`src/rtl/acc_rnd_pkg.sv`:
```
// Package: shared definitions for the accumulator store rounding unit.
// Assumes: the accumulator is laid out as sign/guard bits, an upper word
// and a lower word, with the upper word taken as the stored 1.15 value.
package acc_rnd_pkg;

    // Rounding style selected by the mode input.
    typedef enum logic {
        RND_HALF_UP   = 1'b0,
        RND_HALF_EVEN = 1'b1
    } rnd_mode_e;

    // Result bundle carried from the rounding core to the output stage.
    typedef struct packed {
        logic [15:0] word;
        logic        ovf;
        logic        sign;
    } rnd_result_t;

endpackage

```
`src/rtl/acc_rnd_decide.sv`:
```
// Module: acc_rnd_decide
// Decides whether the upper accumulator word must be incremented.
// Assumes: lo_word_i is the discarded lower word and up_lsb_i is the
// least significant bit of the upper word. Purely combinational.
module acc_rnd_decide
    import acc_rnd_pkg::*;
#(
    parameter int WORD_W = 16
) (
    input  logic [WORD_W-1:0] lo_word_i,
    input  logic              up_lsb_i,
    input  logic              round_en_i,
    input  rnd_mode_e         mode_i,
    output logic              inc_o
);

    localparam logic [WORD_W-1:0] HALF = {1'b1, {(WORD_W-1){1'b0}}};

    logic at_or_above_half;
    logic exact_half;

    assign at_or_above_half = lo_word_i[WORD_W-1];
    assign exact_half       = (lo_word_i == HALF);

    // Purpose: pick the increment for the selected rounding style.
    always_comb begin
        inc_o = 1'b0;
        if (round_en_i) begin
            if (mode_i == RND_HALF_EVEN && exact_half) begin
                inc_o = up_lsb_i;
            end else begin
                inc_o = at_or_above_half;
            end
        end
    end

    // Purpose: an increment never occurs for a low word below one half.
    always_comb begin
        if (inc_o) begin
            p_inc_needs_half_r2: assert (lo_word_i[WORD_W-1] && round_en_i)
                else $error("increment without half or without rounding");
        end
    end

endmodule

```
`src/rtl/acc_rnd_adder.sv`:
```
// Module: acc_rnd_adder
// Adds the round increment to the upper word and flags a signed wrap.
// Assumes: inc_i is 0 or 1. The flag covers only the positive-to-negative
// wrap, because an increment can never leave the range the other way.
module acc_rnd_adder #(
    parameter int WORD_W = 16
) (
    input  logic [WORD_W-1:0] up_i,
    input  logic              inc_i,
    output logic [WORD_W-1:0] sum_o,
    output logic              ovf_o
);

    localparam logic [WORD_W-1:0] MAX_POS = {1'b0, {(WORD_W-1){1'b1}}};

    // Purpose: form the rounded word and the signed overflow flag.
    always_comb begin
        sum_o = up_i + {{(WORD_W-1){1'b0}}, inc_i};
        ovf_o = inc_i && (up_i == MAX_POS);
    end

    // Purpose: an overflow always turns a positive word negative.
    always_comb begin
        if (ovf_o) begin
            p_ovf_wrap_r6: assert (sum_o[WORD_W-1] && !up_i[WORD_W-1])
                else $error("overflow flag without sign wrap");
        end
    end

endmodule

```
`src/rtl/acc_store_rounder.sv`:
```
// Module: acc_store_rounder (top)
// Converts an accumulator into a truncated or rounded 1.15 store word.
// Assumes: ACC_W >= 2*WORD_W + 1. Bits above the upper word other than the
// sign are guard bits that this stage does not use. OUT_REG selects a
// registered (1) or purely combinational (0) output.
module acc_store_rounder
    import acc_rnd_pkg::*;
#(
    parameter int ACC_W   = 40,
    parameter int WORD_W  = 16,
    parameter bit OUT_REG = 1'b1
) (
    input  logic              clk,
    input  logic              rst_n,
    input  logic              in_valid_i,
    input  logic [ACC_W-1:0]  acc_i,
    input  logic              round_req_i,
    input  logic              mac_wb_i,
    input  logic              conv_mode_i,
    output logic              out_valid_o,
    output logic [WORD_W-1:0] word_o,
    output logic              ovf_o,
    output logic              sign_o
);

    localparam int UP_LSB   = WORD_W;
    localparam int UP_MSB   = 2*WORD_W - 1;
    localparam int SIGN_BIT = ACC_W - 1;

    logic [WORD_W-1:0] up_word;
    logic [WORD_W-1:0] lo_word;
    logic              round_en;
    logic              inc;
    logic [WORD_W-1:0] sum;
    logic              ovf;
    logic              unused_guard_bits;
    rnd_mode_e         mode;

    assign up_word           = acc_i[UP_MSB:UP_LSB];
    assign lo_word           = acc_i[WORD_W-1:0];
    assign round_en          = round_req_i | mac_wb_i;
    assign mode              = rnd_mode_e'(conv_mode_i);
    assign unused_guard_bits = ^acc_i[SIGN_BIT-1:UP_MSB+1];

    acc_rnd_decide #(.WORD_W(WORD_W)) decide_i (
        .lo_word_i  (lo_word),
        .up_lsb_i   (up_word[0]),
        .round_en_i (round_en),
        .mode_i     (mode),
        .inc_o      (inc)
    );

    acc_rnd_adder #(.WORD_W(WORD_W)) adder_i (
        .up_i  (up_word),
        .inc_i (inc),
        .sum_o (sum),
        .ovf_o (ovf)
    );

    generate
        if (OUT_REG) begin : g_reg
            // Purpose: register the result with a synchronous active-low reset.
            always_ff @(posedge clk) begin
                if (!rst_n) begin
                    out_valid_o <= 1'b0;
                    word_o      <= '0;
                    ovf_o       <= 1'b0;
                    sign_o      <= 1'b0;
                end else begin
                    out_valid_o <= in_valid_i;
                    word_o      <= sum;
                    ovf_o       <= ovf;
                    sign_o      <= acc_i[SIGN_BIT];
                end
            end

            // truncation passes the upper word through unchanged.
            p_trunc_r1: assert property (@(posedge clk) disable iff (!rst_n)
                (out_valid_o && $past(rst_n) && !$past(round_req_i) && !$past(mac_wb_i))
                |-> (word_o == $past(acc_i[UP_MSB:UP_LSB])));

            // a half-to-even tie with an even upper word leaves it alone.
            p_even_tie_r4: assert property (@(posedge clk) disable iff (!rst_n)
                (out_valid_o && $past(rst_n) && $past(round_en) && $past(conv_mode_i)
                 && $past(lo_word) == {1'b1, {(WORD_W-1){1'b0}}} && !$past(acc_i[UP_LSB]))
                |-> (word_o == $past(acc_i[UP_MSB:UP_LSB])));

            // a multiply-accumulate writeback with the low word at or above half rounds up.
            p_mac_rounds_r5: assert property (@(posedge clk) disable iff (!rst_n)
                (out_valid_o && $past(rst_n) && $past(mac_wb_i) && !$past(conv_mode_i)
                 && $past(acc_i[WORD_W-1]))
                |-> (word_o == $past(acc_i[UP_MSB:UP_LSB]) + 1'b1));

            // the overflow flag implies the most negative word.
            p_ovf_value_r6: assert property (@(posedge clk) disable iff (!rst_n)
                ovf_o |-> (word_o == {1'b1, {(WORD_W-1){1'b0}}}));

            // the sign follows the accumulator sign of the same operation.
            p_sign_r7: assert property (@(posedge clk) disable iff (!rst_n)
                (out_valid_o && $past(rst_n)) |-> (sign_o == $past(acc_i[SIGN_BIT])));

            // the valid output follows the valid input by one cycle.
            p_latency_r8: assert property (@(posedge clk) disable iff (!rst_n)
                $past(rst_n) |-> (out_valid_o == $past(in_valid_i)));
        end else begin : g_comb
            // Purpose: drive the outputs directly from the rounding core.
            always_comb begin
                out_valid_o = in_valid_i;
                word_o      = sum;
                ovf_o       = ovf;
                sign_o      = acc_i[SIGN_BIT];
            end
        end
    endgenerate

endmodule

```
`config.mk`:
```
export PLATFORM = sky130hd
export DESIGN_NAME = acc_store_rounder
export DESIGN_NICKNAME = d
export VERILOG_FILES = /design/src/rtl/acc_rnd_pkg.sv /design/src/rtl/acc_rnd_decide.sv /design/src/rtl/acc_rnd_adder.sv /design/src/rtl/acc_store_rounder.sv
export SDC_FILE = /design/constraint.sdc
export NUM_CORES = 1
export LEC_CHECK = 0
export BUFFER_PORTS_ARGS = -buffer_cell sky130_fd_sc_hd__buf_2
export CAP_MARGIN = 10
export CORE_MARGIN = 4
export CORE_UTILIZATION = 42
export CTS_CLUSTER_DIAMETER = 120
export DETAILED_ROUTE_END_ITERATION = 8
export PLACE_DENSITY_LB_ADDON = 0.08
export SYNTH_ARGS = -nofsm -noshare
export SYNTH_HDL_FRONTEND = slang
export SYNTH_SLANG_ARGS = --single-unit
```
`constraint.sdc`:
```
create_clock -name clk -period 4.1 [get_ports clk]
set_clock_uncertainty 0.1 [all_clocks]
set_input_delay 0.41 -clock clk [delete_from_list [all_inputs] [get_ports clk]]
set_output_delay 0.41 -clock clk [all_outputs]
set_load 0.1 [all_outputs]
```
==> results of run 1 <==
synth_stat cells (all sizes together) (2+ instances only):
cell / instances / area [sq um]
xor2: 2 / 17.5
a21oi: 6 / 30.0
and2: 4 / 25.0
nand2: 9 / 33.8
nand4: 6 / 58.8
dfxtp: 19 / 380
nand2b: 3 / 18.8
nor4: 7 / 50.1
inv: 6 / 22.5
or4: 5 / 37.5
nand3: 4 / 20.0
or3: 3 / 20.0
o31ai: 3 / 22.5
nor2: 4 / 15.0
ha: 3 / 37.5
nor3: 2 / 10.0
o21ai: 4 / 20.0
mux2i: 5 / 50.1
power by group through the flow:
stage	registers, W	logic, W	clock network, W
after global placement	0.000201	0.000136	0
after floorplan	0.000278	0.0000216	0
after CTS	0.000197	0.000138	0.0000982
final	0.000197	0.000137	0.0000942
after global routing	0.000198	0.000146	0.000109
after detailed placement	0.000201	0.000138	0
stage by stage:
stage                     area, sq um  utilization (%)  hold WS (ns)  cells  power [W]
final                            1240             62.1         0.218    187   0.000428
after global routing             1240             62.1         0.210    187   0.000453
after CTS                        1240             62.1         0.213    187   0.000434
after detailed placement         1220             60.8         0.524    183   0.000339
after global placement           1220             60.8         0.515    183   0.000337
after floorplan                   902                -         0.437    100   0.000300
kinds of logic (layout without fill, tap and decap cells):
| kind of cell | after synthesis | count (layout) |
|---|---|---|
| compound gates | 14 | 14 |
| xor+xnor | 3 | 3 |
| fa+ha+maj | 3 | 3 |
| buf+inv | 8 | 68 |
| flops | 19 | 19 |
| mux | 5 | 5 |
| simple gates | 48 | 48 |
layout make-up:
type / instances / area (sq um)
well taps: 27 / 33.8
flip-flops and latches: 19 / 380
clock buffers: 4 / 26.3
fillers: 203 / 758
multi-input cells: 73 / 492
repair buffers: 57 / 285
inverters: 7 / 26.3
critical path, stage by stage:
cell     delay, ns
buf_2         0.08
nor4_1        0.04
and4b_1       0.19
a31oi_1       0.22
ha_1          0.18
ha_1          0.20
nand4_1       0.30
or4_1         0.51
a21oi_1       0.15
routing by layer:
metal | GRT usage (%) | up-vias | wire length, microns | share of wire [%]
li1 | - | 487 | - | -
met1 | 15.6 | 443 | 783 | 36
met2 | 30.3 | 51 | 1110 | 51
met3 | 4.09 | 3 | 249 | 11
met4 | 7.47 | 0 | 24 | 1.1
met5 | 0 | - | 0 | 0
sequential cells by signal, summed over array words and instances, names as in the netlist:
register / count
word_o: 16
out_valid_o: 1
ovf_o: 1
sign_o: 1
path summary, 6_finish.rpt:
path	slack, ns	cells after the start	from	end
hold / removal	0.22	2	acc_i[39]	sign_o$_SDFF_PN0_
setup / recovery	1.95	9	acc_i[11]	word_o[10]$_SDFF_PN0_
==> metrics.cfg, run 1 <==
[status]
status=completed

[clocking]
cts_buffer_depth=2
htreeDepth=1
ctsHoldBuffers=0
cts-buffers-inserted=3
post_cts_buffers=0
clk_pin_slew_ns=0.10
cts_resized=0
clkSinkCount=19
tritoncts=built
clockRootBuffer=clkbuf_4

[setup_path]
critPathRequiredTime_ns=4.23
worstPathArrival_ns=2.28
crit_fanout=8
cp-start-kind=input pin
critPathKind=input pin to flip-flop
critPathCaptureType=flip-flop

[timing]
finalHoldViolCount=0
post-route-period-util_pct=52.4
drv_slew=0
tightest_slew_ns=0.494
rsz0062_at_grt=false
setup_violations=0
maxSlewHeadroom_pct=67.3
fin_setup_tns_ns=0
finalWorstSetupSlack_ns=1.95
layout_min_cycle_time_ns=2.15
clock.fmax_mhz=465

[synthesis]
synth-xor-area-share_pct=2.91
synth_edf_count=0
synth_compound_area_share_pct=8.74
netlist_area_sq_um=902
synthArstFlopShare_pct=0
synth_top_flop_cell=dfxtp_1
synth-simple-area-share_pct=33.1
synth_top_family_by_area=simple AND/OR/NAND/NOR gates
synthAdderAreaFrac_pct=4.16
yosysSeqAreaShare_pct=42.2
ys_ff_latch=19
synth_cells=100
syn_area_per_cell_sq_um=9.02
syn_nets=149
ys_types=27
synthMuxAreaShare_pct=5.55
ys_warn_count=0

[layout]
syn_to_final_growth_pct=37.9
layout.nets=210
antennaDiodeCount=0
final_common_cell=buf_2
mostFrequentLayoutCells=buf_2, dfxtp_1, nand2_1
drive_gt1_share_pct=40.0

[global_routing]
grt_pass1_vias=938
grt_overflow_total=0
grtUsageTotal_pct=15.9
grt_pass1_wl_microns=3460
grt_max_degree=16
antenna_found_initial=0

[route]
first_pass_iters=4
ant_nets=0
drcViolationCount=0
vias=984
viasPerCell=5.26
drtIter0Drc=16
routedWlPerCell_microns=11.6
wl_microns=2170

[worst_hold_path]
min_path_type=input pin to flip-flop

[floorplanning]
design.core.area_sq_mm=0.00200
ios=65
row_count=16
start_util_pct=45.1
fp.dieW_microns=54.3
die_y_microns=54.3
die-area_sq_mm=0.00295

[power]
power_leakage_nw=0.577
powerDensity_mw_per_mm2=345
swShare_pct=38.6
pwr-share-clk_pct=22.0
p_sw_w=0.000166
p_int_w=0.000263
p_seq_share_pct=45.9
vdd_drop_max_v=0.000228
power_frac_comb_pct=32.1

[placement]
dp_hpwl_microns=1770
port_buffers=57
place.gp.congestion=0.798
post-place-ws_ns=1.60

[job]
maxCapViolCount=0

Power figures use the tool's default switching activity.
==> run 2: changes to the inputs <==
--- a/config.mk
+++ b/config.mk
@@ -8,7 +8,7 @@
 export BUFFER_PORTS_ARGS = -buffer_cell sky130_fd_sc_hd__buf_2
 export CAP_MARGIN = 10
 export CORE_MARGIN = 4
-export CORE_UTILIZATION = 42
+export CORE_UTILIZATION = 39
 export CTS_CLUSTER_DIAMETER = 120
 export DETAILED_ROUTE_END_ITERATION = 8
 export PLACE_DENSITY_LB_ADDON = 0.08
==> constraint.sdc (replaced) <==
create_clock -name clk -period 2 [get_ports clk]
set_clock_uncertainty 0.1 [all_clocks]
set_input_delay 0.2 -clock clk [delete_from_list [all_inputs] [get_ports clk]]
set_output_delay 0.2 -clock clk [all_outputs]
set_load 0.1 [all_outputs]
==> run 2 against run 1 <==
  * Sequential power is 100% higher
  * Routed wire length increased by 0.18%
  * Via count is 2.9% lower
  * Power grew 100%
  * Combinational power increased by 110%
  * Final cell count is 2.7% higher
  * Die area rose by 6.5%
  * Global-route usage decreased by 0.64 points
  * Sequential cell count unchanged
  * Core utilization fell by 4.5 points
  * Critical endpoint is now word_o[8]$_SDFF_PN0_
  * Highest routed layer is now met3
==> metrics.cfg, run 2 (synthesis results as in run 1) <==
[placement]
port_buffers=57
placed_cell_area_sq_mm=0.00125
place.gp.congestion=0.718
dp.cells=188
dp_hpwl_microns=1770

[floorplanning]
start_util_pct=40.8
ios=65
die-area_sq_mm=0.00315
row_count=17
design.core.area_sq_mm=0.00221
fp.dieW_microns=56.1
die_y_microns=56.1

[clocking]
cts_resized=0
post_cts_buffers=0
tritoncts=built
clk_pin_slew_ns=0.10
cts-buffers-inserted=3
htreeDepth=1
clkSinkCount=19
clockRootBuffer=clkbuf_4
cts_buffer_depth=2
ctsHoldBuffers=0

[timing]
timing.hold.ws_ns=0.0178
layout_min_cycle_time_ns=1.84
drv_slew=0
fin_setup_tns_ns=0
finalHoldViolCount=0
rsz0062_at_grt=true
clock.fmax_mhz=545
tightest_slew_ns=0.490
setup_violations=0
maxSlewHeadroom_pct=67.5
post-route-period-util_pct=91.8

[layout]
final_common_cell=buf_2
regMostFlops=word_o
largest_reg_flops=16
finalInstanceArea_sq_mm=0.00127
drive_gt1_share_pct=41.5
fin_cells=192
syn_to_final_growth_pct=41.3
mostFrequentLayoutCells=buf_2, dfxtp_1, nand2_1
layout.nets=214
antennaDiodeCount=0
finalCoreUtilization_pct=57.6

[setup_path]
cp-start-kind=input pin
worstPathArrival_ns=1.95
crit_fanout=8
critPathCaptureType=flip-flop
critPathRequiredTime_ns=2.11
critPathKind=input pin to flip-flop

[route]
viasPerCell=4.97
wl_met3_microns=205
routedWlPerCell_microns=11.3
wl_met2_microns=1080
wl_microns=2170
drtIter0Drc=12
vias=955
first_pass_iters=6
wl_met1_microns=885
ant_nets=0
drcViolationCount=0
top_layer=met3

[status]
status=completed

[global_routing]
grt_pass1_vias=984
grt_pass1_wl_microns=4000
grtUsageTotal_pct=15.2
grt_max_degree=16
antenna_found_initial=0
grt_overflow_total=0

[worst_hold_path]
holdPathEnd=out_valid_o$_SDFF_PN0_
min_path_type=input pin to flip-flop
hold_path_startpoint=in_valid_i
hold_depth=2

[power]
power_leakage_nw=0.596
powerDensity_mw_per_mm2=688
p_sw_w=0.000333
vdd_drop_max_v=0.000445
swShare_pct=38.0
p_int_w=0.000544
p_seq_share_pct=46.0
power_frac_comb_pct=32.8
pwr-share-clk_pct=21.2

[job]
maxCapViolCount=0

[run 2: cell types whose count changed in the layout (fill, tap and decap cells not counted)]
cell,previous run,this run
buf_4,0,4
[run 2: layer usage]
layer  global-route usage (%)  vias up
met5                        0        -
met1                     17.7      423
met4                     4.07        0
met3                     3.94        0
met2                     27.2       40
li1                         -      492
[run 2: area by class of cell]
class	instances	area, sq um
Clock buffer	4	26.3
Inverter	7	26.3
Multi-Input combinational cell	73	492
Fill cell	229	937
Tap cell	28	35.0
Timing Repair Buffer	61	315
Sequential cell	19	380
[run 2: power groups by stage]
stage / Sequential [W] / Combinational [W] / Clock, W
after floorplan: 0.000570 / 0.0000443 / 0
after global placement: 0.000412 / 0.000285 / 0
after detailed placement: 0.000412 / 0.000289 / 0
after CTS: 0.000404 / 0.000290 / 0.000192
after global routing: 0.000406 / 0.000307 / 0.000213
final: 0.000403 / 0.000288 / 0.000186
[run 2: worst max-delay path: stages]
cell and delay [ns]:
buf_2 0.09, or4_1 0.50, nor3_1 0.14, a31oi_1 0.13, ha_1 0.20, ha_1 0.19
nand4_1 0.22, o21ai_0 0.13, a21oi_1 0.16
[run 2: through the flow]
stage                     setup slack, ns  power [W]
after CTS                           0.132   0.000886
final                               0.164   0.000877
after floorplan                    0.0430   0.000614
after global routing              -0.0162   0.000926
after global placement             -0.145   0.000697
after detailed placement           -0.179   0.000701
[run 2: worst max-delay path by stage]
| stage | start | to | slack, ns | depth (start not counted) |
|---|---|---|---|---|
| finish | acc_i[0] | word_o[8]$_SDFF_PN0_ | 0.16 | 9 |
| global route | acc_i[0] | word_o[8]$_SDFF_PN0_ | -0.02 | 9 |
| floorplan | acc_i[0] | word_o[14]$_SDFF_PN0_ | 0.04 | 8 |
| detailed placement | acc_i[11] | word_o[14]$_SDFF_PN0_ | -0.18 | 9 |
| CTS | acc_i[11] | word_o[14]$_SDFF_PN0_ | 0.13 | 9 |
| global placement | acc_i[0] | word_o[14]$_SDFF_PN0_ | -0.14 | 9 |
==> run 3: changes to the inputs <==
--- a/config.mk
+++ b/config.mk
@@ -7,8 +7,10 @@
 export LEC_CHECK = 0
 export BUFFER_PORTS_ARGS = -buffer_cell sky130_fd_sc_hd__buf_2
 export CAP_MARGIN = 10
+export CELL_PAD_IN_SITES_DETAIL_PLACEMENT = 1
+export CELL_PAD_IN_SITES_GLOBAL_PLACEMENT = 2
 export CORE_MARGIN = 4
-export CORE_UTILIZATION = 39
+export CORE_UTILIZATION = 20
 export CTS_CLUSTER_DIAMETER = 120
 export DETAILED_ROUTE_END_ITERATION = 8
 export PLACE_DENSITY_LB_ADDON = 0.08
==> run 3 against run 2 <==
  * Fmax decreased by 1.3%
  * Global-route usage down 4.9 points
  * Sequential power barely moved
  * Sequential share of layout area decreased by 2.1 points
  * Final area increased by 7.7%
  * Via count rose by 4.8%
  * Sequential cell count stayed put
  * Non-clock buffer count rose by 2
==> metrics.cfg, run 3 (synthesis results as in run 1) <==
[route]
wl_met1_microns=1110
wl_met3_microns=255
drcViolationCount=0
top_layer=met4
first_pass_iters=2
drtIter0Drc=29
wl_met2_microns=1360
routedWlPerCell_microns=12.6
vias=1001
viasPerCell=4.59
ant_nets=0
wl_microns=2740

[timing]
finalHoldViolCount=0
post-route-period-util_pct=93.0
rsz0062_at_grt=false
drv_slew=0
maxSlewHeadroom_pct=67.4
tightest_slew_ns=0.492
clock.fmax_mhz=538
finalWorstSetupSlack_ns=0.140
layout_min_cycle_time_ns=1.86
setup_violations=0
timing.hold.ws_ns=0.0354

[setup_path]
max_stage_delay_ns=0.53
cp-start-kind=input pin
critPathCaptureType=flip-flop
crit_fanout=2
path_cells=buf_2 > or4_4 > nor3_4 > a31oi_2 > ha_2 > ha_2 > buf_4 > nand3_1 > xor2_1 > nor2_1
slowest_stage=or4_4
cp_common_cell=ha_2
critPathKind=input pin to flip-flop
worstPathArrival_ns=1.90
critPathRequiredTime_ns=2.04

[placement]
dp_hpwl_microns=2300
post-place-ws_ns=-0.166
place.gp.congestion=0.708
placed_cell_area_sq_mm=0.00129
port_buffers=57

[floorplanning]
row_count=24
ios=65
design.core.area_sq_mm=0.00435
die_y_microns=75.2
die-area_sq_mm=0.00565
start_util_pct=20.7
fp.dieW_microns=75.2

[layout]
mostFrequentLayoutCells=buf_2, dfxtp_1, nand2_1
layout.nets=216
largest_reg_flops=16
antennaDiodeCount=0
regMostFlops=word_o
finalInstanceArea_sq_mm=0.00137
drive_gt1_share_pct=45.8
syn_to_final_growth_pct=52.2
final_common_cell=buf_2
regArea_sq_um=380
multi_input_area_sq_um=518
nFillCells=527

[power]
vdd_drop_max_v=0.000181
power_leakage_nw=0.616
p_total_w=0.000984
powerDensity_mw_per_mm2=717

[job]
maxCapViolCount=0

[global_routing]
grtUsageTotal_pct=10.3
grt_pass1_vias=1070
grt_pass1_wl_microns=4540
grt_max_degree=16
grt_overflow_total=0
antenna_found_initial=0

[worst_hold_path]
min_path_type=input pin to flip-flop

[clocking]
cts-buffers-inserted=3
clk_pin_slew_ns=0.09
cts_buffer_depth=2
htreeDepth=1
clkSinkCount=19
clockRootBuffer=clkbuf_8
tritoncts=built
post_cts_buffers=0

[status]
status=completed

[run 3: cell count changes in the layout (fill, tap and decap cells not counted), moves of 2 or more]
cell / delta
ha_2: +2
ha_1: -2
clkbuf_8: +3
clkbuf_4: -3
[run 3: metrics by stage]
stage | util, % | cells | TNS [ns]
5_1_grt | 31.5 | 218 | 0
4_1_cts | 30.8 | 218 | 0
6_report | 31.5 | 218 | 0
2_1_floorplan | - | 100 | 0
3_5_place_dp | 29.7 | 214 | -1.33
3_3_place_gp | 29.7 | 214 | -0.880
[run 3: layer usage]
metal / GRT usage [%] / vias up
met4: 2.33 / 0
met5: 0 / -
met1: 12.2 / 465
met2: 18.3 / 38
li1: - / 496
met3: 3.07 / 2
[run 3: path summary, 6_finish.rpt]
kind,from,end,cells after the start
max,acc_i[0],word_o[4]$_SDFF_PN0_,10
min,in_valid_i,out_valid_o$_SDFF_PN0_,2
[run 3: power by group]
| part | switching [W] | internal (W) | total [W] |
|---|---|---|---|
| clock network | 0.000145 | 0.000141 | 0.000286 |
| logic | 0.000225 | 0.0000693 | 0.000294 |
| registers | 0.00000419 | 0.000399 | 0.000404 |
[run 3: final cells by class]
cell class	instances	share of cell area, %
multi-input combinational	73	37.7
sequential	19	27.7
timing repair buffer	63	24.3
tap	52	4.74
clock buffer	3	3.01
inverter	7	1.91
clock inverter	1	0.547
[run 3: critical path, delay by kind of cell]
kind	cells	cell delay, ns
and+or+nand+nor	4	0.85
buffers and inverters	2	0.23
AOI/OAI and AO/OA	1	0.12
adders and majority gates	2	0.37
xor gates and xnor gates	1	0.14
[run 3: what timing repair did]
action	CTS	global route
endpoints found under the setup margin	0	3
hold buffers	0	0
resized for setup	0	8
